==> config.mk <==
export PLATFORM = sky130hd
export DESIGN_NAME = row_refresh_tracker
export DESIGN_NICKNAME = d
export VERILOG_FILES = /design/src/rtl/rrt_pkg.sv /design/src/rtl/rrt_prescaler.sv /design/src/rtl/rrt_sweep.sv /design/src/rtl/rrt_segment.sv /design/src/rtl/row_refresh_tracker.sv
export SDC_FILE = /design/constraint.sdc
export NUM_CORES = 1
export LEC_CHECK = 0
export BUFFER_PORTS_ARGS = -buffer_cell sky130_fd_sc_hd__buf_2
export CAP_MARGIN = 40
export CORE_MARGIN = 10
export CORE_UTILIZATION = 50
export DETAILED_ROUTE_END_ITERATION = 8
export HOLD_SLACK_MARGIN = 0.06
export PLACE_DENSITY_LB_ADDON = 0.25
export SLEW_MARGIN = 20
export SYNTH_ARGS = -nofsm -noshare
export SYNTH_HDL_FRONTEND = slang
export SYNTH_SLANG_ARGS = --single-unit
==> constraint.sdc <==
create_clock -name clk -period 5.9 [get_ports clk]
set_input_delay 1.18 -clock clk [delete_from_list [all_inputs] [get_ports clk]]
set_output_delay 1.18 -clock clk [all_outputs]
set_load 0.01 [all_outputs]
==> src/rtl/rrt_pkg.sv <==
package rrt_pkg;

  // Starting value of a counter at in-segment index idx: spreads due times.
  function automatic int unsigned stagger_init(int unsigned idx, int unsigned maxv);
    return maxv - (idx % (maxv + 1));
  endfunction

  // Global row number of index idx inside segment seg.
  function automatic int unsigned row_of(int unsigned seg, int unsigned idx, int unsigned rps);
    return seg * rps + idx;
  endfunction

  // Sweep index successor with wrap.
  function automatic int unsigned next_idx(int unsigned idx, int unsigned rps);
    return (idx + 1 >= rps) ? 0 : idx + 1;
  endfunction

endpackage

==> src/rtl/rrt_prescaler.sv <==
module rrt_prescaler #(
  parameter int unsigned DIV = 8
) (
  input  logic clk,
  input  logic rst,
  output logic tick
);
  localparam int unsigned PW = (DIV > 1) ? $clog2(DIV) : 1;

  logic [PW-1:0] cnt;

  assign tick = (cnt == PW'(DIV - 1));

  always_ff @(posedge clk) begin
    if (rst)       cnt <= '0;
    else if (tick) cnt <= '0;
    else           cnt <= cnt + 1'b1;
  end
endmodule

==> src/rtl/rrt_sweep.sv <==
module rrt_sweep #(
  parameter int unsigned RPS = 16,
  parameter int unsigned IW  = 4
) (
  input  logic          clk,
  input  logic          rst,
  input  logic          tick,
  input  logic          ready,
  output logic          step,
  output logic [IW-1:0] idx
);
  logic pend;
  logic want;

  assign want = pend | tick;
  assign step = want & ready;

  always_ff @(posedge clk) begin
    if (rst) begin
      pend <= 1'b0;
      idx  <= '0;
    end else begin
      pend <= want & ~ready;
      if (step) idx <= IW'(rrt_pkg::next_idx(32'(idx), RPS));
    end
  end
endmodule

==> src/rtl/rrt_segment.sv <==
module rrt_segment #(
  parameter int unsigned RPS = 16,
  parameter int unsigned IW  = 4,
  parameter int unsigned CW  = 2
) (
  input  logic          clk,
  input  logic          rst,
  input  logic          step,
  input  logic [IW-1:0] idx,
  input  logic          acc_hit,
  input  logic [IW-1:0] acc_idx,
  output logic          due
);
  localparam int unsigned    MAXV = (1 << CW) - 1;
  localparam logic [CW-1:0]  CMAX = CW'(MAXV);

  logic [CW-1:0] ctr [RPS];
  logic          collide;
  logic          is_zero;

  assign collide = acc_hit && (acc_idx == idx);
  assign is_zero = (ctr[idx] == '0);
  assign due     = step && is_zero && !collide;

  always_ff @(posedge clk) begin
    if (rst) begin
      for (int i = 0; i < int'(RPS); i++)
        ctr[i] <= CW'(rrt_pkg::stagger_init(32'(i), MAXV));
    end else begin
      if (step && !collide)
        ctr[idx] <= is_zero ? CMAX : ctr[idx] - 1'b1;
      if (acc_hit)
        ctr[acc_idx] <= CMAX;
    end
  end
endmodule

==> src/rtl/row_refresh_tracker.sv <==
module row_refresh_tracker #(
  parameter int unsigned ROWS     = 64,
  parameter int unsigned SEGS     = 4,
  parameter int unsigned CW       = 2,
  parameter int unsigned TICK_DIV = 8,
  localparam int unsigned AW      = $clog2(ROWS)
) (
  input  logic                 clk,
  input  logic                 rst,
  input  logic                 acc_valid,
  input  logic [AW-1:0]        acc_row,
  input  logic                 req_ready,
  output logic [SEGS-1:0]      req_valid,
  output logic [SEGS*AW-1:0]   req_row
);
  localparam int unsigned RPS = ROWS / SEGS;
  localparam int unsigned IW  = (RPS > 1) ? $clog2(RPS) : 1;

  logic          tick_w;
  logic          step_w;
  logic [IW-1:0] idx_w;
  logic [AW-1:0] acc_seg;
  logic [IW-1:0] acc_idx;
  logic [SEGS-1:0] due_w;

  assign acc_seg = acc_row / AW'(RPS);
  assign acc_idx = IW'(acc_row % AW'(RPS));

  rrt_prescaler #(.DIV(TICK_DIV)) u_pre (
    .clk(clk), .rst(rst), .tick(tick_w)
  );

  rrt_sweep #(.RPS(RPS), .IW(IW)) u_sweep (
    .clk(clk), .rst(rst), .tick(tick_w), .ready(req_ready),
    .step(step_w), .idx(idx_w)
  );

  for (genvar s = 0; s < int'(SEGS); s++) begin : g_seg
    logic          hit;
    logic [AW-1:0] row_q;

    assign hit = acc_valid && (acc_seg == AW'(s));

    rrt_segment #(.RPS(RPS), .IW(IW), .CW(CW)) u_bank (
      .clk(clk), .rst(rst), .step(step_w), .idx(idx_w),
      .acc_hit(hit), .acc_idx(acc_idx), .due(due_w[s])
    );

    always_ff @(posedge clk) begin
      if (rst)           row_q <= '0;
      else if (due_w[s]) row_q <= AW'(rrt_pkg::row_of(s, 32'(idx_w), RPS));
    end

    assign req_row[s*AW +: AW] = row_q;
  end

  always_ff @(posedge clk) begin
    if (rst) req_valid <= '0;
    else     req_valid <= due_w;
  end
endmodule

==> run summary, run 1 <==
CTS tree: done
Max Buffers Root-to-Sink: 2
leading post-synthesis cells by cell area: dfxtp_1 38%, mux2i_1 5.6%, mux4_2 5.3%
Antenna Cells: 0
largest net degree at the start of global routing: 91
die height: 150 µm
share of the synthesized area in the top cell type: 38.4%
largest stage delay on the critical path: 0.71 ns
Initial DRT Pass Iterations: 5
asr flop ratio synth: 0%
number of CTS-inserted buffers: 17
routed wire length: 27100 µm
Finish-stage setup viols: 0
DRC violations left: 0
critical path arrival: 3.84 ns
P_leak: 3.37 nW
Max Cap Viol: 0
number of global-route vias before repair: 6914
crit-path cells: buf_4, mux4_2, mux4_2, inv_1, ha_1, nand4b_2, nand2_2, o311ai_0
Area Overhead vs Synth: 9.80%
cell at the slowest stage of the critical path: dfxtp_2
leading area contributor after synthesis: dfxtp_1
first-pass GRT wire length: 40700 µm
ANT nets after route: 0
final non-filler cell total: 1181
fin util: 56.1%
Post-CTS Setup Bufs: 0
relative slew slack: 42.2%
RePlAce Congestion: 0.920
fmax: 284 MHz
Avg WL per Cell: 22.9 µm
Gate Count Post-Synth: 951
placed insts: 1147
share of layout cells above drive strength 1: 15.3%
nets: 968
CP max FO: 18
Max VDD drop: 0.210 mV
DR WL met2: 12200 µm
row cnt: 47
multi-input combinational cell area: 0.00479 mm²
top cells by instance count after synthesis: 163 x dfxtp_1, 92 x nand2_1, 81 x o21ai_0
RSZ-0062 raised after global routing: false
core area: 0.0166 mm²
Most used DFF post-synth: dfxtp_1
Final Skew: 0.00970 ns
Clock transition at path regs: 0.07 ns
via count: 7578
count of boundary I/O pins: 38
max-slew violations: 0
Critical Path Sink Type: flip-flop
Required @ worst endpoint: 6.21 ns
gr usage total: 23.5%
DR iter-0 viols: 1073
run status: completed
FF+latch count, synth: 163
CP dominant cell by count: mux4_2
# fillers: 1509
worst min-delay path class: reg -> reg
Final Critical Period: 3.53 ns
pin slew with the least headroom to its limit: 0.863 ns
Clock Tree Root: clkbuf_16
FF/Latch Area: 0.00326 mm²
Synth Warn #: 0
HPWL after DPL: 17900 µm
kind of critical path: reg -> reg
routed length on met3: 2570 µm
CTS H-tree depth: 4
Tcrit/Tclk final: 59.7%
uppermost routed layer: met4
cts hold-fix bufs: 0
wl on met1: 11600 µm
power per standard cell area: 243 mW/mm²
die area: 0.0226 mm²
Startpoint Class: flip-flop
EDFF count, synth: 0
GRT overflow: 0
initial core utilization: 51.1%
Total Neg Setup Slack: 0 ns
clk sinks: 163
worst skew pair latency: 0.44 ns
DR vias/cell: 6.42
CTS resizes: 0
synth unique cells: 55
count leader, synth: dfxtp_1
initial antenna violation count: 0
Syn Std Cell Area: 0.00850 mm²
Final Hold Viols: 0
Synth Area per Inst: 8.94 µm²
die width: 150 µm
IO buf count: 33
sequential share of the synthesized area: 38.4%
## state kept, by name, indices dropped and copies added (netlist names), named ones only
| signal | flops |
|---|---|
| u_pre.cnt | 3 |
| u_sweep.idx | 4 |
| g_seg.u_bank.ctr | 128 |
| u_sweep.pend | 1 |
| g_seg.row_q | 19 |
| req_valid | 4 |
## worst paths after layout
check               start                         to  slack, ns  cells after the start
max             flip-flop  g_seg[1].u_bank.ctr[7][0]       2.37                      8
max reg2reg     flip-flop  g_seg[1].u_bank.ctr[7][0]       2.37                      8
min reg2reg  u_pre.cnt[0]               u_pre.cnt[0]       0.42                      1
min          u_pre.cnt[0]               u_pre.cnt[0]       0.42                      1
## area by class of cell
type	count	share of cell area [%]
Clock buffer	17	4.56
Multi-Input combinational cell	690	51.3
Inverter	25	1.00
Tap cell	220	2.95
Clock inverter	15	1.45
Sequential cell	163	35.0
Timing Repair Buffer	51	3.82
## placed cells by master, fill, tap and decap left out, types with 8 or more instances in the layout
cell type / netlist / routed
inv_1: 25 / 25
a21oi_1: 36 / 36
nand2_1: 92 / 92
nor2_1: 79 / 79
mux2_2: 30 / 30
o211ai_1: 43 / 43
clkbuf_16: 0 / 17
nand4b_1: 8 / 8
o22ai_1: 13 / 13
dfxtp_1: 163 / 162
nand3_1: 35 / 35
ha_1: 10 / 10
mux4_2: 20 / 20
o21ai_0: 81 / 81
nand3b_1: 16 / 16
nor2b_1: 40 / 40
mux2i_1: 48 / 48
o311ai_0: 46 / 46
buf_2: 17 / 34
buf_4: 9 / 11
a22oi_1: 13 / 13
## critical path: cells and delay by family, from the launching register on
kind	cells	cell delay, ns
AO/OA/AOI/OAI	1	0.39
AND/OR/NAND/NOR	2	0.48
adder cells (fa/ha/maj)	1	0.25
buffers and inverters	2	0.52
flip-flops	1	0.71
multiplexers	2	1.03
## per-layer routing
metal | up-vias | GRT usage (%)
li1 | 3500 | -
met1 | 3654 | 31.8
met2 | 374 | 35.5
met3 | 50 | 6.03
met4 | 0 | 8.36
met5 | - | 0
## logic make-up (layout without fill, tap and decap cells)
| logic type | after synthesis | after routing | synth area share, % |
|---|---|---|---|
| compound gates | 253 | 253 | 19.6 |
| xor+xnor | 5 | 5 | 0.736 |
| fa+ha+maj | 10 | 10 | 1.47 |
| buf+inv | 101 | 108 | 5.47 |
| flops | 163 | 163 | 38.4 |
| mux | 100 | 100 | 15.2 |
| other cells | 1 | 4 | 0.0441 |
| simple gates | 318 | 318 | 19.1 |
## through the flow
step	area [µm²]	setup slack (ns)	power (mW)	hold WS (ns)
after floorplan	8520	3.19	1.19	0.398
after global placement	8630	2.07	1.21	0.407
after detailed placement	8740	2.37	1.21	0.416
after CTS	9300	2.32	2.26	0.425
after global routing	9340	2.17	2.32	0.460
final	9340	2.37	2.27	0.424
## where the power goes
group,switching (mW),internal [mW]
Combinational,0.0649,0.0222
Clock,0.494,0.582
Sequential,0.00299,1.11
Total,0.562,1.71
Power figures use the tool's default switching activity.
==> inputs of run 2 (changes only) <==
Clock period 5.9 ns to 3.6 ns, I/O delays scaled along.
==> run summary, run 2 (same netlist as run 1, synthesis figures left out) <==
worst skew pair latency: 0.45 ns (about the same)
fmax: 319 MHz (+12%)
hold slack: 0.426 ns (+0.00245 ns)
core area: 0.0166 mm² (unchanged)
cts hold-fix bufs: 0 (unchanged)
CTS resizes: 0 (unchanged)
commonest non-fill, non-tap cell in the layout: dfxtp_1
first-pass GRT wire length: 42400 µm (+4.0%)
run status: completed
Area Overhead vs Synth: 11.2%
setup slack after layout: 0.461 ns (-1.91 ns)
R2R setup slack: 0.46 ns (-1.91 ns)
Final Hold Viols: 0 (unchanged)
R2R depth: 9 (+1)
CTS H-tree depth: 4 (unchanged)
CTS tree: done
pin slew with the least headroom to its limit: 0.898 ns (+0.0348 ns)
Max Cap Viol: 0 (unchanged)
Startpoint Class: flip-flop
Max VDD drop: 0.396 mV (+89%)
initial core utilization: 51.1% (unchanged)
Antenna Cells: 0 (unchanged)
die width: 150 µm (unchanged)
Max Buffers Root-to-Sink: 2 (unchanged)
gr usage total: 24.4% (+0.91 points)
largest net degree at the start of global routing: 95 (+4.4%)
Critical Path Sink Type: flip-flop
GR Util met1: 33.5% (+1.7 points)
Largest regs: g_seg.u_bank.ctr x128, g_seg.row_q x19
die height: 150 µm (unchanged)
Clock transition at path regs: 0.07 ns (about the same)
kind of critical path: reg -> reg
RSZ-0062 raised after global routing: false
cell at the slowest stage of the critical path: dfxtp_1
Clock Tree Root: clkbuf_16
RePlAce Congestion: 0.970 (+5.4%)
Required @ worst endpoint: 3.92 ns (-2.29 ns)
number of flip-flops in the largest register: 128 (unchanged)
most frequent cells in the layout: 162 x dfxtp_1, 92 x nand2_1, 81 x o21ai_0
Biggest register: g_seg.u_bank.ctr
R2R Path End: g_seg[3].u_bank.ctr[3][0]
count of boundary I/O pins: 38 (unchanged)
clk sinks: 163 (unchanged)
number of global-route vias before repair: 7097 (+2.6%)
Final Skew: 0.0169 ns (+0.00720 ns)
crit-path cells: buf_4, mux4_2, mux4_2, inv_1, ha_1, nor2_1, nand3_2, nand2_1, o311ai_0
setup slack at placement: 0.491 ns (-1.88 ns)
Finish-stage setup viols: 0 (unchanged)
routed wire length: 27500 µm (+1.5%)
met3 GRT Util: 4.59% (-1.4 points)
Post-CTS Setup Bufs: 0 (unchanged)
layer with the highest usage: met2
critical path arrival: 3.46 ns (-0.38 ns)
HPWL after DPL: 18600 µm (+4.2%)
DR vias/cell: 6.46 (+0.64%)
ANT nets after route: 0 (unchanged)
GR Util met2: 36.7% (+1.2 points)
Avg WL per Cell: 23.1 µm (+0.66%)
relative slew slack: 39.9% (-2.3 points)
nets: 978 (+1.0%)
max-slew violations: 0 (unchanged)
Tcrit/Tclk final: 87.2% (+27 points)
power per standard cell area: 413 mW/mm² (+70%)
GRT overflow: 0 (unchanged)
number of CTS-inserted buffers: 17 (unchanged)
Initial DRT Pass Iterations: 6 (+1)
DR iter-0 viols: 997 (-7.1%)
largest stage delay on the critical path: 0.65 ns (-0.06 ns)
worst min-delay path class: reg -> reg
share of layout cells above drive strength 1: 16.2% (+0.87 points)
row cnt: 47 (unchanged)
CP max FO: 11 (-7)
via count: 7691 (+1.5%)
IO buf count: 33 (unchanged)
Setup crit end: g_seg[3].u_bank.ctr[3][0]
Final Critical Period: 3.14 ns (-0.387 ns)
initial antenna violation count: 0 (unchanged)
P_leak: 3.45 nW (+2.2%)
Total Neg Setup Slack: 0 ns (unchanged)
DRC violations left: 0 (unchanged)
CP dominant cell by count: mux4_2
die area: 0.0226 mm² (unchanged)
-- run 2: cell count changes in the layout (fill, tap and decap cells not counted), moves of 2 or more --
cell and delta:
buf_4 +15, clkinv_2 -3, buf_2 -2, clkbuf_8 +2
bufinv_16 +2, buf_6 -3
-- run 2: final cells by class --
cell class                      count  area (µm²)
Clock buffer                       19         453
Clock inverter                     13         175
Fill cell                        1515        7190
Inverter                           25        93.8
Multi-Input combinational cell    690        4790
Sequential cell                   163        3260
Tap cell                          220         275
Timing Repair Buffer               61         408
-- run 2: worst min-delay path by stage --
stage,from,endpoint,slack (ns),cells after the start
after CTS,u_pre.cnt[0],u_pre.cnt[0],0.43,1
after global routing,u_pre.cnt[0],u_pre.cnt[0],0.45,1
after detailed placement,u_pre.cnt[0],u_pre.cnt[0],0.41,1
after floorplan,u_pre.cnt[0],u_pre.cnt[0],0.40,1
after global placement,u_pre.cnt[0],u_pre.cnt[0],0.41,1
final,u_pre.cnt[0],u_pre.cnt[0],0.43,1
-- run 2: where the power goes --
part | leakage (nW) | switching (mW) | total [mW] | internal, mW
combinational | 1.84 | 0.108 | 0.145 | 0.0369
sequential | 1.32 | 0.00474 | 1.82 | 1.81
clock | 0.294 | 0.802 | 1.94 | 1.14
-- run 2: routing by layer --
metal,up-vias,routed length [µm]
met5,-,0
met4,0,958
met3,74,2280
met2,394,12400
met1,3686,11800
li1,3537,-
-- run 2: critical path: cells and delay by family (launching register included) --
family,cells,cell delay (ns)
AO/OA/AOI/OAI,1,0.38
adder cells (fa/ha/maj),1,0.21
buffers and inverters,2,0.32
flip-flops,1,0.65
multiplexers,2,0.96
AND/OR/NAND/NOR,3,0.52
-- run 2: metrics by stage --
| stage | utilization (%) | cell area, µm² | power, mW | cells |
|---|---|---|---|---|
| 6_report | 56.8 | 9460 | 3.90 | 1191 |
| 5_1_grt | 56.8 | 9460 | 3.99 | 1191 |
| 4_1_cts | 56.6 | 9420 | 3.90 | 1189 |
| 3_5_place_dp | 52.9 | 8800 | 1.99 | 1157 |
| 3_3_place_gp | 52.9 | 8800 | 1.99 | 1157 |
| 2_1_floorplan | - | 8520 | 1.95 | 954 |
==> inputs of run 3 (changes only) <==
Settings changed: CORE_ASPECT_RATIO from default to 0.5, HOLD_SLACK_MARGIN 0.06 to 0.05.
==> run summary, run 3 (same netlist as run 1, synthesis figures left out) <==
kind of critical path: reg -> reg
core area: 0.0165 mm² (-0.76%)
R2R depth: 10 (+1)
most frequent cells in the layout: 162 x dfxtp_1, 92 x nand2_1, 81 x o21ai_0
CTS tree: done
Max Cap Viol: 0 (unchanged)
Final Hold Viols: 0 (unchanged)
CTS H-tree depth: 4 (unchanged)
hold path depth: 1 (unchanged)
cts hold-fix bufs: 0 (unchanged)
P_leak: 3.40 nW (-1.4%)
relative slew slack: 43.0% (+3.1 points)
worst skew pair latency: 0.44 ns (about the same)
HPWL after DPL: 18600 µm (-0.16%)
wl on met1: 11900 µm (+0.51%)
ANT nets after route: 0 (unchanged)
die area: 0.0229 mm² (+1.4%)
DR WL met2: 11800 µm (-5.0%)
final non-filler cell total: 1195 (+0.34%)
critical path arrival: 3.57 ns (+0.11 ns)
Biggest register: g_seg.u_bank.ctr
RSZ-0062 raised after global routing: false
Finish-stage setup viols: 0 (unchanged)
Hold Path Origin: u_pre.cnt[0]
Clock transition at path regs: 0.07 ns (about the same)
Tcrit/Tclk final: 90.8% (+3.6 points)
GRT overflow: 0 (unchanged)
Avg WL per Cell: 23.5 µm (+1.6%)
Area Overhead vs Synth: 10.2%
die width: 204 µm (+36%)
clk sinks: 163 (unchanged)
Final Critical Period: 3.27 ns (+0.131 ns)
Clock Tree Root: clkbuf_16
uppermost routed layer: met4
RePlAce Congestion: 0.990 (+2.0%)
DR iter-0 viols: 979 (-1.8%)
R2R setup slack: 0.33 ns (-0.13 ns)
Max VDD drop: 0.215 mV (-46%)
die height: 112 µm (-25%)
run status: completed
IO buf count: 33 (unchanged)
DRC violations left: 0 (unchanged)
via count: 7849 (+2.1%)
fmax: 306 MHz (-4.0%)
routed length on met3: 3500 µm (+53%)
initial antenna violation count: 0 (unchanged)
gr usage total: 24.0% (-0.48 points)
Total Neg Setup Slack: 0 ns (unchanged)
Required @ worst endpoint: 3.90 ns (-0.02 ns)
placed insts: 1164 (+0.61%)
nets: 976 (-0.20%)
Max Buffers Root-to-Sink: 2 (unchanged)
CP max FO: 20 (+9)
number of flip-flops in the largest register: 128 (unchanged)
Pwr Total: 3.76 mW (-3.5%)
number of CTS-inserted buffers: 17 (unchanged)
Final Skew: 0.0196 ns (+0.00274 ns)
Startpoint Class: flip-flop
initial core utilization: 51.5% (+0.39 points)
Largest regs: g_seg.u_bank.ctr x128, g_seg.row_q x19
hold slack: 0.425 ns (-0.000553 ns)
Hold EP: u_pre.cnt[0]
R2R Path End: g_seg[0].u_bank.ctr[3][0]
max-slew violations: 0 (unchanged)
number of global-route vias before repair: 7150 (+0.75%)
Initial DRT Pass Iterations: 6 (unchanged)
Critical Path Sink Type: flip-flop
power per standard cell area: 402 mW/mm² (-2.7%)
worst min-delay path class: reg -> reg
CTS resizes: 0 (unchanged)
Post-CTS Setup Bufs: 0 (unchanged)
Antenna Cells: 0 (unchanged)
DR vias/cell: 6.57 (+1.7%)
commonest non-fill, non-tap cell in the layout: dfxtp_1
largest net degree at the start of global routing: 75 (-21%)
pin slew with the least headroom to its limit: 0.854 ns (-0.0442 ns)
routed wire length: 28000 µm (+2.0%)
row cnt: 33 (-30%)
count of boundary I/O pins: 38 (unchanged)
share of layout cells above drive strength 1: 15.8% (-0.36 points)
first-pass GRT wire length: 42900 µm (+1.2%)
[run 3: changes by cell type in the layout (fill, tap and decap cells not counted)]
cell	before	now
buf_16	1	0
clkbuf_1	0	1
bufinv_16	3	1
inv_6	1	3
clkinv_4	4	3
clkbuf_8	2	1
clkbuf_2	1	0
[run 3: metrics by stage]
stage / util [%] / instance area (µm²) / setup WS [ns]
after detailed placement: 53.3 / 8800 / 0.456
after global placement: 53.3 / 8800 / 0.663
final: 56.7 / 9370 / 0.331
after global routing: 56.7 / 9370 / 0.161
after CTS: 56.7 / 9370 / 0.458
after floorplan: - / 8520 / 0.893
[run 3: power by group]
part	total (mW)	switching [mW]	internal, mW	leakage [nW]
logic	0.142	0.108	0.0337	1.82
clock network	1.81	0.824	0.981	0.265
registers	1.82	0.00496	1.81	1.32
total	3.76	0.937	2.83	3.40
[run 3: worst max-delay path by stage]
| stage | startpoint | endpoint | slack, ns |
|---|---|---|---|
| 2_1_floorplan | flip-flop | g_seg[0].u_bank.ctr[0][0] | 0.89 |
| 3_3_place_gp | flip-flop | g_seg[3].u_bank.ctr[3][0] | 0.66 |
| 3_5_place_dp | flip-flop | g_seg[1].u_bank.ctr[15][0] | 0.46 |
| 4_1_cts | flip-flop | g_seg[1].u_bank.ctr[15][0] | 0.46 |
| 5_1_grt | flip-flop | g_seg[1].u_bank.ctr[15][0] | 0.16 |
| 6_report | flip-flop | g_seg[0].u_bank.ctr[3][0] | 0.33 |
[run 3: critical path: stages, from the launching register on]
cell and delay (ns):
dfxtp_1 0.31, buf_4 0.30, and2_0 0.72, nand2_1 0.18
nand4_1 0.14, o21a_1 0.14, ha_1 0.23, nor2_1 0.06
nand4_1 0.22, nand2_1 0.36, o311ai_0 0.46
[run 3: area by class of cell]
cell class | count | area [µm²]
clock buffers | 19 | 443
clock inverters | 12 | 124
fillers | 1474 | 7140
inverters | 25 | 93.8
multi-input cells | 690 | 4790
flip-flops and latches | 163 | 3260
well taps | 227 | 284
repair buffers | 59 | 375
[run 3: per-layer routing]
layer,vias up,global-route usage [%]
li1,3520,-
met1,3768,32.5
met2,489,34.3
met3,72,8.21
met4,0,8.83
met5,-,0
